==> src/rtl/pwr_mode_pkg.sv <==
package pwr_mode_pkg;
    typedef enum logic [2:0] {
        M_RESET   = 3'd0,
        M_ACT_HI  = 3'd1,
        M_ACT_MED = 3'd2,
        M_SLEEP   = 3'd3,
        M_STANDBY = 3'd4,
        M_WATCH   = 3'd5
    } mode_t;
endpackage

==> src/rtl/pwr_wake_filter.sv <==
module pwr_wake_filter #(
    parameter int N_IRQ = 4,
    parameter int N_WKP = 8,
    parameter int N_PER = 4
) (
    input  logic             imask,
    input  logic [N_IRQ-1:0] irq_req,
    input  logic [N_IRQ-1:0] irq_en,
    input  logic [N_WKP-1:0] wkp_req,
    input  logic [N_WKP-1:0] wkp_en,
    input  logic             tmr_req,
    input  logic             tmr_en,
    input  logic [N_PER-1:0] per_req,
    input  logic [N_PER-1:0] per_en,
    output logic             wake_any,
    output logic             wake_stby,
    output logic             wake_watch
);
    logic [N_IRQ-1:0] irq_hit;
    logic [N_IRQ-1:0] stby_sel;
    logic             wkp_hit;
    logic             tmr_hit;
    logic             per_hit;

    // standby accepts only the two lowest external interrupts
    for (genvar i = 0; i < N_IRQ; i++) begin : g_sel
        assign stby_sel[i] = (i < 2);
    end

    assign irq_hit = irq_req & irq_en;
    assign wkp_hit = |(wkp_req & wkp_en);
    assign tmr_hit = tmr_req & tmr_en;
    assign per_hit = |(per_req & per_en);

    assign wake_any   = ~imask & ((|irq_hit) | wkp_hit | tmr_hit | per_hit);
    assign wake_stby  = ~imask & ((|(irq_hit & stby_sel)) | wkp_hit);
    assign wake_watch = ~imask & (irq_hit[0] | wkp_hit | tmr_hit);
endmodule

==> src/rtl/pwr_sleep_decode.sv <==
module pwr_sleep_decode
    import pwr_mode_pkg::*;
(
    input  logic  ssby,
    input  logic  lson,
    input  logic  tma3,
    output logic  hit,
    output mode_t target
);
    always_comb begin
        hit    = 1'b1;
        target = M_SLEEP;
        if (ssby && tma3)
            target = M_WATCH;
        else if (ssby && !lson)
            target = M_STANDBY;
        else if (!ssby && !lson)
            target = M_SLEEP;
        else
            hit = 1'b0;
    end
endmodule

==> src/rtl/pwr_clk_div.sv <==
module pwr_clk_div #(
    parameter int DIV = 8
) (
    input  logic clk,
    input  logic rst_n,
    input  logic run,
    input  logic clr,
    output logic tick
);
    localparam int CW = (DIV > 1) ? $clog2(DIV) : 1;
    localparam logic [CW-1:0] LAST = CW'(DIV - 1);

    logic [CW-1:0] cnt;

    always_ff @(posedge clk or negedge rst_n) begin
        if (!rst_n)
            cnt <= '0;
        else if (clr || !run || cnt == LAST)
            cnt <= '0;
        else
            cnt <= cnt + 1'b1;
    end

    assign tick = run && (cnt == LAST);
endmodule

==> src/rtl/pwr_mode_ctrl.sv <==
module pwr_mode_ctrl
    import pwr_mode_pkg::*;
#(
    parameter int N_IRQ = 4,
    parameter int N_WKP = 8,
    parameter int N_PER = 4,
    parameter int DIV   = 8
) (
    input  logic             clk,
    input  logic             rst_n,
    input  logic             wdt_rst,
    input  logic             mson,
    input  logic             lson,
    input  logic             ssby,
    input  logic             tma3,
    input  logic             sleep_stb,
    input  logic             imask,
    input  logic [N_IRQ-1:0] irq_req,
    input  logic [N_IRQ-1:0] irq_en,
    input  logic [N_WKP-1:0] wkp_req,
    input  logic [N_WKP-1:0] wkp_en,
    input  logic             tmr_req,
    input  logic             tmr_en,
    input  logic [N_PER-1:0] per_req,
    input  logic [N_PER-1:0] per_en,
    output logic [2:0]       mode_o,
    output logic             cpu_ce,
    output logic             periph_ce
);
    mode_t mode_q, mode_d, slp_target, wake_dst;
    logic  slp_hit, wake_any, wake_stby, wake_watch, div_tick;

    pwr_wake_filter #(.N_IRQ(N_IRQ), .N_WKP(N_WKP), .N_PER(N_PER)) u_wake (
        .imask(imask), .irq_req(irq_req), .irq_en(irq_en),
        .wkp_req(wkp_req), .wkp_en(wkp_en), .tmr_req(tmr_req), .tmr_en(tmr_en),
        .per_req(per_req), .per_en(per_en),
        .wake_any(wake_any), .wake_stby(wake_stby), .wake_watch(wake_watch)
    );

    pwr_sleep_decode u_dec (
        .ssby(ssby), .lson(lson), .tma3(tma3), .hit(slp_hit), .target(slp_target)
    );

    pwr_clk_div #(.DIV(DIV)) u_div (
        .clk(clk), .rst_n(rst_n), .run(mode_q == M_ACT_MED),
        .clr(mode_d != mode_q), .tick(div_tick)
    );

    assign wake_dst = (mson && !lson) ? M_ACT_MED : M_ACT_HI;

    always_comb begin
        mode_d = mode_q;
        if (wdt_rst) begin
            mode_d = M_RESET;
        end else begin
            unique case (mode_q)
                M_RESET:   mode_d = M_ACT_HI;
                M_ACT_HI,
                M_ACT_MED: if (sleep_stb && slp_hit) mode_d = slp_target;
                M_SLEEP:   if (wake_any)   mode_d = wake_dst;
                M_STANDBY: if (wake_stby)  mode_d = wake_dst;
                M_WATCH:   if (wake_watch) mode_d = wake_dst;
                default:   mode_d = M_RESET;
            endcase
        end
    end

    always_ff @(posedge clk or negedge rst_n) begin
        if (!rst_n) mode_q <= M_RESET;
        else        mode_q <= mode_d;
    end

    always_comb begin
        cpu_ce    = 1'b0;
        periph_ce = 1'b0;
        unique case (mode_q)
            M_ACT_HI:  begin cpu_ce = 1'b1;     periph_ce = 1'b1; end
            M_ACT_MED: begin cpu_ce = div_tick; periph_ce = 1'b1; end
            M_SLEEP:   periph_ce = 1'b1;
            default:   ;
        endcase
    end

    assign mode_o = mode_q;
endmodule

==> config.mk <==
export PLATFORM = sky130hd
export DESIGN_NAME = pwr_mode_ctrl
export DESIGN_NICKNAME = d
export VERILOG_FILES = /design/src/rtl/pwr_mode_pkg.sv /design/src/rtl/pwr_wake_filter.sv /design/src/rtl/pwr_sleep_decode.sv /design/src/rtl/pwr_clk_div.sv /design/src/rtl/pwr_mode_ctrl.sv
export SDC_FILE = /design/constraint.sdc
export NUM_CORES = 1
export LEC_CHECK = 0
export ABC_AREA = 1
export BUFFER_PORTS_ARGS = -buffer_cell sky130_fd_sc_hd__buf_2
export CAP_MARGIN = 20
export CORE_MARGIN = 2
export CORE_UTILIZATION = 25
export DETAILED_ROUTE_END_ITERATION = 8
export SLEW_MARGIN = 10
export SYNTH_ARGS = -nofsm -noshare
export SYNTH_HDL_FRONTEND = slang
export SYNTH_SLANG_ARGS = --single-unit
==> constraint.sdc <==
create_clock -name clk -period 1.6 [get_ports clk]
set_input_delay 0.16 -clock clk [delete_from_list [all_inputs] [get_ports clk]]
set_output_delay 0.16 -clock clk [all_outputs]
set_load 0.02 [all_outputs]
==> results.cfg <==
[outcome]
status = finished, final reports clean

[cells_and_area]
nNetsFinal = 220
area_growth_pct = 54.1
n_antenna_cell = 0
final.fill_count = 268
fin_util_pct = 40.4
layout-drive-gt1-share_pct = 37.6

[pwr]
ir_worst_vdd_mv = 0.445
power.total_mw = 0.558
power_density_nw_per_um2 = 563
p_seq_share_pct = 31.3
p_clk_share_pct = 24.3
comb_power_share_pct = 44.5
switching_share_pct = 36.4
p_leak_nw = 0.637
p_int_mw = 0.354
switching_power_mw = 0.203

[route]
dr.pass1.iters = 6
wl_met3_um = 144
drt_iter0_drc = 23
drt-met1-wl_um = 656
drc = 0
totalWireLength_um = 1700
vias = 850
dr.max_layer_used = met3
ant_nets = 0
wl_met2_um = 894
vias_per_cell = 4.19
post_drt_wl_per_cell_um = 8.35

[worst_setup_path]
required_ns = 1.44
crit_path_max_fanout = 2
worst_setup_path_start_kind = flop
criticalPathCategory = flop to output port
rr_endpoint = u_div.cnt[0]
r2r_start = mode_o[1]
regToRegSetupSlack_ns = 0.15
r2r_cells = 12
arrival_ns = 1.30
endpoint_kind = output port

[synth]
synthArstFlopShare_pct = 100
synth.area.top_cells = nand2_1 33%, dfrtp_1 23%, inv_1 11%, nand3_1 10%, nor2_1 8.2%
yosys.cell_types.count = 15
yosysSeqAreaShare_pct = 23.3
ys_ff_latch = 6
syn_area_um2 = 643
synth.net_count = 165
avgSynthCellArea_um2 = 5.36
ys_top_cells_by_count = 56 x nand2_1, 18 x inv_1, 14 x nor2_1, 13 x nand3_1, 6 x dfrtp_1
synth_top_area_share_pct = 32.7
synth_flop_cell = dfrtp_1
synth_edf_count = 0
synthCells = 120
synth_largest_area_cell = nand2_1
yosys_warnings = 0
yosysMostFrequentCell = nand2_1

[sta]
post-route-period-util_pct = 91.4
tightest_slew_ns = 0.236
hold_ws_ns = 0.226
finClkSkew_ns = 0.0000665
fmax_ghz = 0.684
tns_ns = 0
timing.final.ws_setup_ns = 0.137
finalMaxSlewViolations = 0
finalSetupViolations = 0
maxSlewHeadroom_pct = 84.1
hold_viol = 0
grt_setup_unrepaired = false
layout_min_cycle_time_ns = 1.46

[die]
dieWidth_um = 54.7
core_area_um2 = 2450
rows = 18
dieArea_um2 = 2990
dieHeight_um = 54.7
start_util_pct = 26.2
io_pins = 48

[clock_tree]
clk_latency_ns = 0.24
cts_root_buf = clkbuf_4
cts-buffers-inserted = 3
clock_sinks = 6
clk_pin_slew_worst_paths_ns = 0.04
cts.path.max_buffers = 2
htreeDepth = 1
cts_tree = yes

[placement]
dp_hpwl_um = 1430
port_buffers = 47
gp_congestion = 0.868
dp_slack_ns = 0.0746

[global_routing]
gr-total-overflow = 0
grt_usage_pct = 11.3
grt_pass1_wl_um = 2530
grt_pass1_vias = 762
grt_max_degree = 8
antenna_found_initial = 0

[hold_path]
holdCritStartpoint = wdt_rst
hold_depth = 4
worstHoldEndpoint = mode_o[0]
holdCritPathClass = primary input to flop

[flow_run]
maxCapViolations = 0
[power by group through the flow]
| stage | sequential (mW) | clock (mW) | combinational [mW] |
|---|---|---|---|
| after global routing | 0.176 | 0.150 | 0.283 |
| after floorplan | 0.181 | 0 | 0.132 |
| after detailed placement | 0.172 | 0 | 0.232 |
| after global placement | 0.172 | 0 | 0.231 |
| after CTS | 0.170 | 0.142 | 0.235 |
| final | 0.174 | 0.135 | 0.248 |
[what timing repair did]
action	CTS	global route
endpoints found under the setup margin	0	4
hold buffers	1	0
endpoints found under the hold margin	6	0
resized for setup	0	9
buffers inserted	0	2
[flip-flops by register name, summed over array words and instances, names as in the netlist]
name       count
mode_o         3
u_div.cnt      3
[layout make-up]
class / instances / area, µm² / area share (%)
multi-input cells: 95 / 447 / 45.1
repair buffers: 50 / 260 / 26.3
flip-flops and latches: 6 / 153 / 15.4
inverters: 19 / 71.3 / 7.20
well taps: 30 / 37.5 / 3.79
clock buffers: 3 / 22.5 / 2.27
[kinds of logic after synthesis]
| kind of cell | Yosys count | synth area share [%] |
|---|---|---|
| AO/OA/AOI/OAI | 2 | 2.14 |
| adder cells (fa/ha/maj) | 2 | 3.89 |
| buffers and inverters | 19 | 11.1 |
| flip-flops | 6 | 23.3 |
| AND/OR/NAND/NOR | 91 | 59.5 |
[worst max-delay path, cell delays in order (launching register included)]
cell and delay [ns]:
dfrtp_1 0.39, ha_1 0.20, ha_1 0.19, inv_1 0.05
o21ai_0 0.07, buf_2 0.16
[metrics by stage]
| step | cells | cell area, µm² |
|---|---|---|
| floorplan | 120 | 643 |
| global placement | 197 | 916 |
| detailed placement | 197 | 916 |
| CTS | 201 | 948 |
| global route | 203 | 991 |
| finish | 203 | 991 |
[worst max-delay path by stage]
stage                       startpoint           end  slack [ns]  cells past startpoint
final                     u_div.cnt[0]        cpu_ce        0.14                      5
after global routing      u_div.cnt[0]        cpu_ce       0.006                      5
after CTS                    mode_o[1]  u_div.cnt[0]        0.06                     12
after detailed placement     mode_o[1]  u_div.cnt[0]        0.07                     12
after global placement       mode_o[1]  u_div.cnt[2]        0.14                     12
after floorplan              mode_o[0]  u_div.cnt[0]        0.12                     11
[routing by layer]
metal / track usage (%) / vias to the layer above
li1: - / 471
met1: 9.90 / 344
met2: 23.6 / 35
met3: 3.01 / 0
met4: 3.75 / 0
met5: 0 / -
[cells in the final DEF, fill, tap and decap left out, types with 2 or more instances in the layout]
cell type	synthesis	layout
buf_2	0	47
buf_4	0	2
clkbuf_4	0	3
dfrtp_1	6	4
dfrtp_2	0	2
ha_1	2	2
inv_1	18	17
inv_2	1	2
nand2_1	56	55
nand2_2	1	2
nand3_1	13	11
nand3_2	2	4
nor2_1	14	13
No activity file was read; power rests on OpenSTA's default activity.
